===== config.mk =====
export PLATFORM = sky130hd
export DESIGN_NAME = sport_top
export DESIGN_NICKNAME = d
export VERILOG_FILES = /design/src/rtl/sport_pkg.sv /design/src/rtl/sport_bitclk.sv /design/src/rtl/sport_tx.sv /design/src/rtl/sport_rx.sv /design/src/rtl/sport_top.sv
export SDC_FILE = /design/constraint.sdc
export NUM_CORES = 1
export LEC_CHECK = 0
export ABC_AREA = 1
export BUFFER_PORTS_ARGS = -buffer_cell sky130_fd_sc_hd__buf_4
export CAP_MARGIN = 20
export CORE_ASPECT_RATIO = 1.2
export CORE_MARGIN = 3
export CORE_UTILIZATION = 40
export CTS_CLUSTER_SIZE = 24
export DETAILED_ROUTE_END_ITERATION = 12
export HOLD_SLACK_MARGIN = 0.08
export PLACE_DENSITY = 0.56
export REMOVE_ABC_BUFFERS = 1
export SYNTH_ARGS = -nofsm -noshare
export SYNTH_HDL_FRONTEND = slang
export SYNTH_SLANG_ARGS = --single-unit
export TNS_END_PERCENT = 100

===== constraint.sdc =====
create_clock -name clk -period 3.2 [get_ports clk]
set_input_delay 0.48 -clock clk [delete_from_list [all_inputs] [get_ports clk]]
set_output_delay 0.48 -clock clk [all_outputs]
set_load 0.03 [all_outputs]

===== src/rtl/sport_pkg.sv =====
package sport_pkg;
  localparam logic [2:0] A_MODE = 3'd0;
  localparam logic [2:0] A_RATE = 3'd1;
  localparam logic [2:0] A_CTRL = 3'd2;
  localparam logic [2:0] A_TXH  = 3'd3;
  localparam logic [2:0] A_STAT = 3'd4;
  localparam logic [2:0] A_RXH  = 3'd5;

  localparam int M_LEN7  = 6;
  localparam int M_PAR   = 5;
  localparam int M_STOP2 = 3;
  localparam int C_TXEN  = 5;
  localparam int C_RXEN  = 4;
  localparam int S_EMPTY = 7;
  localparam int S_FULL  = 6;
  localparam int S_OVR   = 5;
  localparam int S_TEND  = 2;

  // start + 8 data + parity + 2 stop
  localparam int MAX_BITS = 12;

  typedef enum logic [1:0] {RX_IDLE, RX_START, RX_BITS} rx_state_e;

  typedef struct packed {
    logic len7;
    logic par;
    logic stop2;
  } frame_cfg_t;

  // divider selection 0..3 -> x1, x4, x16, x64 as a shift amount
  function automatic int unsigned div_shift(input logic [1:0] sel);
    return 2 * int'(sel);
  endfunction
endpackage


===== src/rtl/sport_bitclk.sv =====
module sport_bitclk #(
  parameter int PER_W = 20
) (
  input  logic             clk,
  input  logic             rst_n,
  input  logic             run,
  input  logic             load,
  input  logic [PER_W-1:0] load_val,
  input  logic [PER_W-1:0] period,
  output logic             tick
);
  logic [PER_W-1:0] cnt_q, cnt_d;

  always_comb begin
    cnt_d = cnt_q;
    if (load)
      cnt_d = load_val;
    else if (run)
      cnt_d = (cnt_q == '0) ? period - PER_W'(1) : cnt_q - PER_W'(1);
  end

  assign tick = run && !load && (cnt_q == '0);

  always_ff @(posedge clk or negedge rst_n) begin
    if (!rst_n) cnt_q <= '0;
    else        cnt_q <= cnt_d;
  end
endmodule


===== src/rtl/sport_tx.sv =====
module sport_tx import sport_pkg::*; #(
  parameter int PER_W = 20
) (
  input  logic             clk,
  input  logic             rst_n,
  input  logic             tx_en,
  input  logic             hold_full,
  input  logic [7:0]       hold_data,
  input  frame_cfg_t       cfg,
  input  logic [PER_W-1:0] bit_per,
  output logic             load,
  output logic             done,
  output logic             txd
);
  logic                busy_q, busy_d;
  logic [MAX_BITS-1:0] sh_q, sh_d, frame;
  logic [3:0]          left_q, left_d, nbits;
  logic                pbit, tick;

  assign load = tx_en && hold_full && !busy_q;
  assign done = tick && (left_q == 4'd1);

  // frame image, LSB goes out first
  always_comb begin
    pbit  = cfg.len7 ? ^hold_data[6:0] : ^hold_data;
    frame = '1;
    frame[0] = 1'b0;
    if (cfg.len7) begin
      frame[7:1] = hold_data[6:0];
      if (cfg.par) frame[8] = pbit;
    end else begin
      frame[8:1] = hold_data;
      if (cfg.par) frame[9] = pbit;
    end
    nbits = 4'd2 + (cfg.len7 ? 4'd7 : 4'd8) + {3'b0, cfg.par} + {3'b0, cfg.stop2};
  end

  always_comb begin
    busy_d = busy_q;
    sh_d   = sh_q;
    left_d = left_q;
    if (load) begin
      busy_d = 1'b1;
      sh_d   = frame;
      left_d = nbits;
    end else if (tick) begin
      sh_d   = {1'b1, sh_q[MAX_BITS-1:1]};
      left_d = left_q - 4'd1;
      if (left_q == 4'd1) busy_d = 1'b0;
    end
  end

  always_ff @(posedge clk or negedge rst_n) begin
    if (!rst_n) begin
      busy_q <= 1'b0;
      sh_q   <= '1;
      left_q <= '0;
    end else begin
      busy_q <= busy_d;
      sh_q   <= sh_d;
      left_q <= left_d;
    end
  end

  sport_bitclk #(.PER_W(PER_W)) u_clk (
    .clk      (clk),
    .rst_n    (rst_n),
    .run      (busy_q),
    .load     (load),
    .load_val (bit_per - PER_W'(1)),
    .period   (bit_per),
    .tick     (tick)
  );

  assign txd = busy_q ? sh_q[0] : 1'b1;

  // a disabled transmitter never starts a frame
  p_no_start_off_r4: assert property (@(posedge clk) disable iff (!rst_n)
    (!tx_en && !busy_q) |=> !busy_q);
endmodule


===== src/rtl/sport_rx.sv =====
module sport_rx import sport_pkg::*; #(
  parameter int PER_W       = 20,
  parameter int SYNC_STAGES = 2
) (
  input  logic             clk,
  input  logic             rst_n,
  input  logic             rx_en,
  input  logic             rxd,
  input  frame_cfg_t       cfg,
  input  logic [PER_W-1:0] bit_per,
  output logic             done,
  output logic [7:0]       data
);
  localparam int BITS_W = MAX_BITS - 1;

  logic [SYNC_STAGES-1:0] sync_q;
  logic                   line, prev_q, arm, tick;
  rx_state_e              state_q, state_d;
  logic [3:0]             idx_q, idx_d, last_idx;
  logic [BITS_W-1:0]      bits_q, bits_d;

  assign line     = sync_q[SYNC_STAGES-1];
  assign arm      = rx_en && (state_q == RX_IDLE) && prev_q && !line;
  assign last_idx = (cfg.len7 ? 4'd7 : 4'd8) + {3'b0, cfg.par} + {3'b0, cfg.stop2};

  sport_bitclk #(.PER_W(PER_W)) u_clk (
    .clk      (clk),
    .rst_n    (rst_n),
    .run      (state_q != RX_IDLE),
    .load     (arm),
    .load_val ((bit_per >> 1) - PER_W'(1)),
    .period   (bit_per),
    .tick     (tick)
  );

  always_comb begin
    state_d = state_q;
    idx_d   = idx_q;
    bits_d  = bits_q;
    done    = 1'b0;
    if (!rx_en) begin
      state_d = RX_IDLE;
    end else begin
      case (state_q)
        RX_IDLE:  if (arm) state_d = RX_START;
        RX_START: if (tick) begin
          if (!line) begin
            state_d = RX_BITS;
            idx_d   = '0;
          end else begin
            state_d = RX_IDLE;
          end
        end
        RX_BITS: if (tick) begin
          bits_d[idx_q] = line;
          if (idx_q == last_idx) begin
            done    = 1'b1;
            state_d = RX_IDLE;
          end else begin
            idx_d = idx_q + 4'd1;
          end
        end
        default: state_d = RX_IDLE;
      endcase
    end
  end

  assign data = cfg.len7 ? {1'b0, bits_q[6:0]} : bits_q[7:0];

  always_ff @(posedge clk or negedge rst_n) begin
    if (!rst_n) begin
      sync_q  <= '1;
      prev_q  <= 1'b1;
      state_q <= RX_IDLE;
      idx_q   <= '0;
      bits_q  <= '0;
    end else begin
      sync_q  <= {sync_q[SYNC_STAGES-2:0], rxd};
      prev_q  <= line;
      state_q <= state_d;
      idx_q   <= idx_d;
      bits_q  <= bits_d;
    end
  end

  // a disabled receiver falls back to idle
  p_idle_when_off_r4: assert property (@(posedge clk) disable iff (!rst_n)
    !rx_en |=> (state_q == RX_IDLE));
  // a start bit found high at mid-bit is dropped
  p_false_start_r10: assert property (@(posedge clk) disable iff (!rst_n)
    (state_q == RX_START && tick && line) |=> (state_q == RX_IDLE));
endmodule


===== src/rtl/sport_top.sv =====
module sport_top import sport_pkg::*; #(
  parameter int BASE_LOG2   = 5,
  parameter int SYNC_STAGES = 2
) (
  input  logic       clk,
  input  logic       rst_n,
  input  logic [2:0] reg_addr,
  input  logic       reg_wr,
  input  logic [7:0] reg_wdata,
  output logic [7:0] reg_rdata,
  input  logic       rxd,
  output logic       txd,
  output logic       evt_tx_empty,
  output logic       evt_rx_full,
  output logic       evt_overrun,
  output logic       evt_tx_end,
  output logic [7:0] ctrl_bits
);
  localparam int RATE_W = 8;
  localparam int PER_W  = RATE_W + 1 + BASE_LOG2 + 6;

  logic [1:0] rst_sync_q;
  logic       rst_i_n;

  logic [7:0] mode_q, mode_d, rate_q, rate_d, ctrl_q, ctrl_d;
  logic [7:0] txh_q, txh_d, rxh_q, rxh_d, clr;
  logic       empty_q, empty_d, full_q, full_d, ovr_q, ovr_d, tend_q, tend_d;
  logic       tx_load, tx_done, rx_done;
  logic [7:0] rx_data;
  logic [PER_W-1:0] rate_ext, bit_per;
  frame_cfg_t cfg;

  // reset: asserted asynchronously, released on the clock
  always_ff @(posedge clk or negedge rst_n) begin
    if (!rst_n) rst_sync_q <= 2'b00;
    else        rst_sync_q <= {rst_sync_q[0], 1'b1};
  end
  assign rst_i_n = rst_sync_q[1];

  assign cfg      = '{len7: mode_q[M_LEN7], par: mode_q[M_PAR], stop2: mode_q[M_STOP2]};
  assign rate_ext = (rate_q == '0) ? (PER_W'(1) << RATE_W) : PER_W'(rate_q);
  assign bit_per  = rate_ext << (BASE_LOG2 + div_shift(mode_q[1:0]));

  always_comb begin
    mode_d = mode_q;
    rate_d = rate_q;
    ctrl_d = ctrl_q;
    txh_d  = txh_q;
    if (reg_wr) begin
      case (reg_addr)
        A_MODE:  mode_d = reg_wdata;
        A_RATE:  rate_d = reg_wdata;
        A_CTRL:  ctrl_d = reg_wdata;
        A_TXH:   txh_d  = reg_wdata;
        default: ;
      endcase
    end
  end

  // flags: software writes zeros to clear, hardware sets
  always_comb begin
    clr     = (reg_wr && reg_addr == A_STAT) ? ~reg_wdata : 8'h00;
    empty_d = (empty_q & ~clr[S_EMPTY]) | tx_load;
    tend_d  = (tend_q & ~clr[S_TEND] & ~tx_load)
            | (tx_done & empty_q & ~clr[S_EMPTY]);
    full_d  = (full_q & ~clr[S_FULL]) | (rx_done & ~full_q);
    ovr_d   = (ovr_q & ~clr[S_OVR]) | (rx_done & full_q);
    rxh_d   = (rx_done && !full_q) ? rx_data : rxh_q;
  end

  always_ff @(posedge clk or negedge rst_i_n) begin
    if (!rst_i_n) begin
      mode_q  <= 8'h00;
      rate_q  <= 8'hFF;
      ctrl_q  <= 8'h00;
      txh_q   <= 8'hFF;
      rxh_q   <= 8'h00;
      empty_q <= 1'b1;
      full_q  <= 1'b0;
      ovr_q   <= 1'b0;
      tend_q  <= 1'b1;
    end else begin
      mode_q  <= mode_d;
      rate_q  <= rate_d;
      ctrl_q  <= ctrl_d;
      txh_q   <= txh_d;
      rxh_q   <= rxh_d;
      empty_q <= empty_d;
      full_q  <= full_d;
      ovr_q   <= ovr_d;
      tend_q  <= tend_d;
    end
  end

  always_comb begin
    case (reg_addr)
      A_MODE:  reg_rdata = mode_q;
      A_RATE:  reg_rdata = rate_q;
      A_CTRL:  reg_rdata = ctrl_q;
      A_TXH:   reg_rdata = txh_q;
      A_STAT:  reg_rdata = {empty_q, full_q, ovr_q, 2'b00, tend_q, 2'b00};
      A_RXH:   reg_rdata = rxh_q;
      default: reg_rdata = 8'h00;
    endcase
  end

  sport_tx #(.PER_W(PER_W)) u_tx (
    .clk       (clk),
    .rst_n     (rst_i_n),
    .tx_en     (ctrl_q[C_TXEN]),
    .hold_full (!empty_q),
    .hold_data (txh_q),
    .cfg       (cfg),
    .bit_per   (bit_per),
    .load      (tx_load),
    .done      (tx_done),
    .txd       (txd)
  );

  sport_rx #(.PER_W(PER_W), .SYNC_STAGES(SYNC_STAGES)) u_rx (
    .clk     (clk),
    .rst_n   (rst_i_n),
    .rx_en   (ctrl_q[C_RXEN]),
    .rxd     (rxd),
    .cfg     (cfg),
    .bit_per (bit_per),
    .done    (rx_done),
    .data    (rx_data)
  );

  assign evt_tx_empty = empty_q;
  assign evt_rx_full  = full_q;
  assign evt_overrun  = ovr_q;
  assign evt_tx_end   = tend_q;
  assign ctrl_bits    = ctrl_q;

  p_load_refills_r6: assert property (@(posedge clk) disable iff (!rst_i_n)
    tx_load |=> (empty_q && !tend_q));
  p_tend_from_done_r7: assert property (@(posedge clk) disable iff (!rst_i_n)
    $rose(tend_q) |-> $past(tx_done));
  p_store_on_free_r8: assert property (@(posedge clk) disable iff (!rst_i_n)
    (rx_done && !full_q) |=> (full_q && rxh_q == $past(rx_data)));
  p_overrun_keeps_r9: assert property (@(posedge clk) disable iff (!rst_i_n)
    (rx_done && full_q) |=> (ovr_q && $stable(rxh_q)));
endmodule


==> metrics.txt <==
postcts setup bufs 0; power density over the cells 717 nW/µm²; via count of the first global-routing pass 6390; final antenna diode count 0; share of the yosys chip area belonging to registers ~40%; first-pass GRT wire length 33.9 mm; leakage power 3.98 nW; highest layer used for signal routing met4; worst-margin pin slew 726 ps; hold buffers post-CTS 1; number of iterations in the first detailed-routing pass 5; Root Buffer clkbuf_16; multi-input combinational cell area ~3900 µm²; initial antenna violation count 0; core footprint around 18000 µm²; instance count of the mapped netlist approximately 970; area of the die ~20000 µm²; final global-route overflow total 0; drt drc 0; Clock Sink Count 118; detailed route wirelength on metal3 around 780 µm; highest achievable clock rate ~0.37 GHz; vias approximately 6.6k; relative max-transition margin about half; Filler cells between 1.5k and 2k; net switching share of the total power 39.7%; sequential share of power between 30% and 40%; net switching power between 2 and 2.5 mW; final critical-path required period approximately 2700 ps; largest area contributor in the netlist dfrtp_1; worst skew pair latency approximately 420 ps; post-CTS sizing 0; Synth async-reset ratio 100%; Vert. Die Dim 155 µm; CTS Buf Count 17; run status completed; hpwl dp 15.4 mm; Register Area around 3000 µm²; port buffer count 35; number of register bits inferred by synthesis ~120; detail-routed via count per cell around 5.3; final-report hold violation count 0; top cells by area in the synthesized netlist dfrtp_1 29%, nand2_1 13%, dfstp_2 11%; largest net degree at the start of global routing 45; per-cell routed wire length approximately 17 µm; number of synthesized flops with an enable pin 0; total length of routed met2 wires around 10 mm; total standard cell area after synthesis roughly 7400 µm²; Final ANT Viol Nets 0; placed insts ~1.2k; starting density of the core 41.4%; TritonCTS clock tree done; critical path launch point type register; number of DRC markers after the initial detailed-route iteration between 400 and 500; fraction of power consumed by combinational cells between 30% and 40%; number of H-tree levels 4; Tcrit/Tclk final about 84%; mean instance size in the synthesized netlist roughly 7.7 µm²; Arrival @ worst endpoint slightly below 3000 ps; Setup Crit Path Kind reg2reg; Max Buffers Root-to-Sink 2; Max Clock Skew approximately 11 ps; total length of routed wires approximately 20 mm; library cells used by synthesis 53; CP endpoint kind register; horizontal die dimension around 130 µm; Hold Slack roughly 170 ps; I/O pin count 36; count of yosys warnings during synthesis 0; detailed-route wire length on metal 1 slightly above 9 mm; maximum vdd ir drop 0.376 mV; Hold/Removal Path Class in2reg; Max FO, Critical Path 10; CTS clk-pin slew, worst paths around 60 ps; unrepaired setup endpoints after global routing no; net count reported at finish between 1k and 1.5k; count of non-filler cells in the finished layout ~1.2k; internal cell power ~3.7 mW; Max Transition Viols Final 0; final weighted congestion of routability-driven global placement approximately 0.84; proportion of layout cells with a drive suffix above 1 16.3%; Std-Cell Rows 53; final setup fails 0; ys flop type dfrtp_1; Syn-to-layout area delta 14.7%; area share of the leading cell type in the synthesized netlist 29.4%; data required time of the critical path around 3500 ps; power share of the clock group a little under a third; total global-route track usage between 20% and 30%; power after layout 6.08 mW; Final Util a little under half; count of max-cap constraint violations 0
==> sequential cells by signal, indices dropped and copies added (netlist names), 2 cells and up <==
signal,cells
ctrl_bits,8
mode_q,8
rate_q,8
rst_sync_q,2
rxh_q,8
txh_q,8
u_rx.bits_q,8
u_rx.idx_q,4
u_rx.state_q,2
u_rx.sync_q,2
u_rx.u_clk.cnt_q,20
u_tx.left_q,4
u_tx.sh_q,10
u_tx.u_clk.cnt_q,20
==> per-layer routing <==
layer	track usage [%]	up-vias
met4	5.89	0
met3	3.91	26
li1	-	3284
met5	0	-
met2	36.3	171
met1	28.5	3090
==> cell families after synthesis <==
kind of cell,Yosys count,synth area share [%]
compound gates,186,14.7
xor+xnor,37,4.59
fa+ha+maj,17,2.98
buf+inv,128,7.06
flops,118,40.5
other cells,1,0.0507
simple gates,479,30.2
==> placed cells by master, fill, tap and decap left out, types with 4 or more instances in the layout <==
cell type and n:
xor2_1 24, a22oi_1 16, nor3_1 14, dfrtp_1 86
inv_2 8, nor2_2 7, nor2_1 76, o22ai_1 9
or2_2 5, a221oi_1 6, o211ai_1 8, nor2_4 8
o21ai_0 87, clkbuf_16 17, nand2_2 9, nand2_1 259
a21oi_1 23, nand3_2 7, o21ai_1 16, nand2_4 4
inv_1 97, nand4_1 14, xnor2_1 11, buf_4 41
a31oi_1 7, ha_1 16, inv_6 6, nand3_1 65
dfstp_2 31
==> worst max-delay path: stages (launching register included) <==
cell and delay [ps]:
dfrtp_1 460, inv_1 160, fa_1 450, ha_1 310, xnor2_1 130, nor2_1 100, nand2_1 110, nor4_4 500
nand2_4 180, nand2_1 120, o21ai_2 50
==> per-stage QoR <==
stage          setup slack, ps  setup TNS (ps)  cell area (µm²)
6_report                   524               0             8480
5_1_grt                    185               0             8480
4_1_cts                    507               0             8480
3_5_place_dp               529               0             7870
3_3_place_gp               545               0             7870
2_1_floorplan             -277          -23510             7290
==> worst paths after layout <==
check                         startpoint              to  slack, ps  depth (start not counted)
max                            mode_q[6]        rxh_q[7]        520                         10
min                                  rxd  u_rx.sync_q[0]        170                          1
max reg2reg                    mode_q[6]        rxh_q[7]        520                         10
min reg2reg                rst_sync_q[1]  u_tx.left_q[3]        350                          0
max in group asynchronous  rst_sync_q[1]  u_rx.sync_q[0]       1990                          1
min in group asynchronous  rst_sync_q[1]  u_tx.left_q[3]        350                          0
==> power groups by stage <==
stage	logic [mW]	clock network, mW	registers [mW]
floorplan	1.44	0	2.15
global route	2.22	2.04	2.24
CTS	1.96	1.98	2.19
finish	1.95	1.94	2.19
global placement	1.94	0	2.22
detailed placement	1.95	0	2.21
==> synthesized netlist by cell type, drive strengths merged, types with 7 or more instances <==
library cell	instances
inv	106
nand4	15
ha	16
o22ai	9
buf	11
o211ai	8
dfstp	31
nand3	73
xnor2	11
nor2	92
a21oi	23
clkbuf	9
nand2	272
xor2	26
a31oi	7
nor3	17
o21ai	104
dfrtp	87
a22oi	16
==> layout make-up <==
type                    instances  area share (%)
clock buffers                  18            5.06
clock inverters                14            1.93
inverters                     108            4.81
multi-input cells             722            45.9
flip-flops and latches        118            35.3
well taps                     220            3.25
repair buffers                 42            3.75
(Power assumes the default switching activity.)
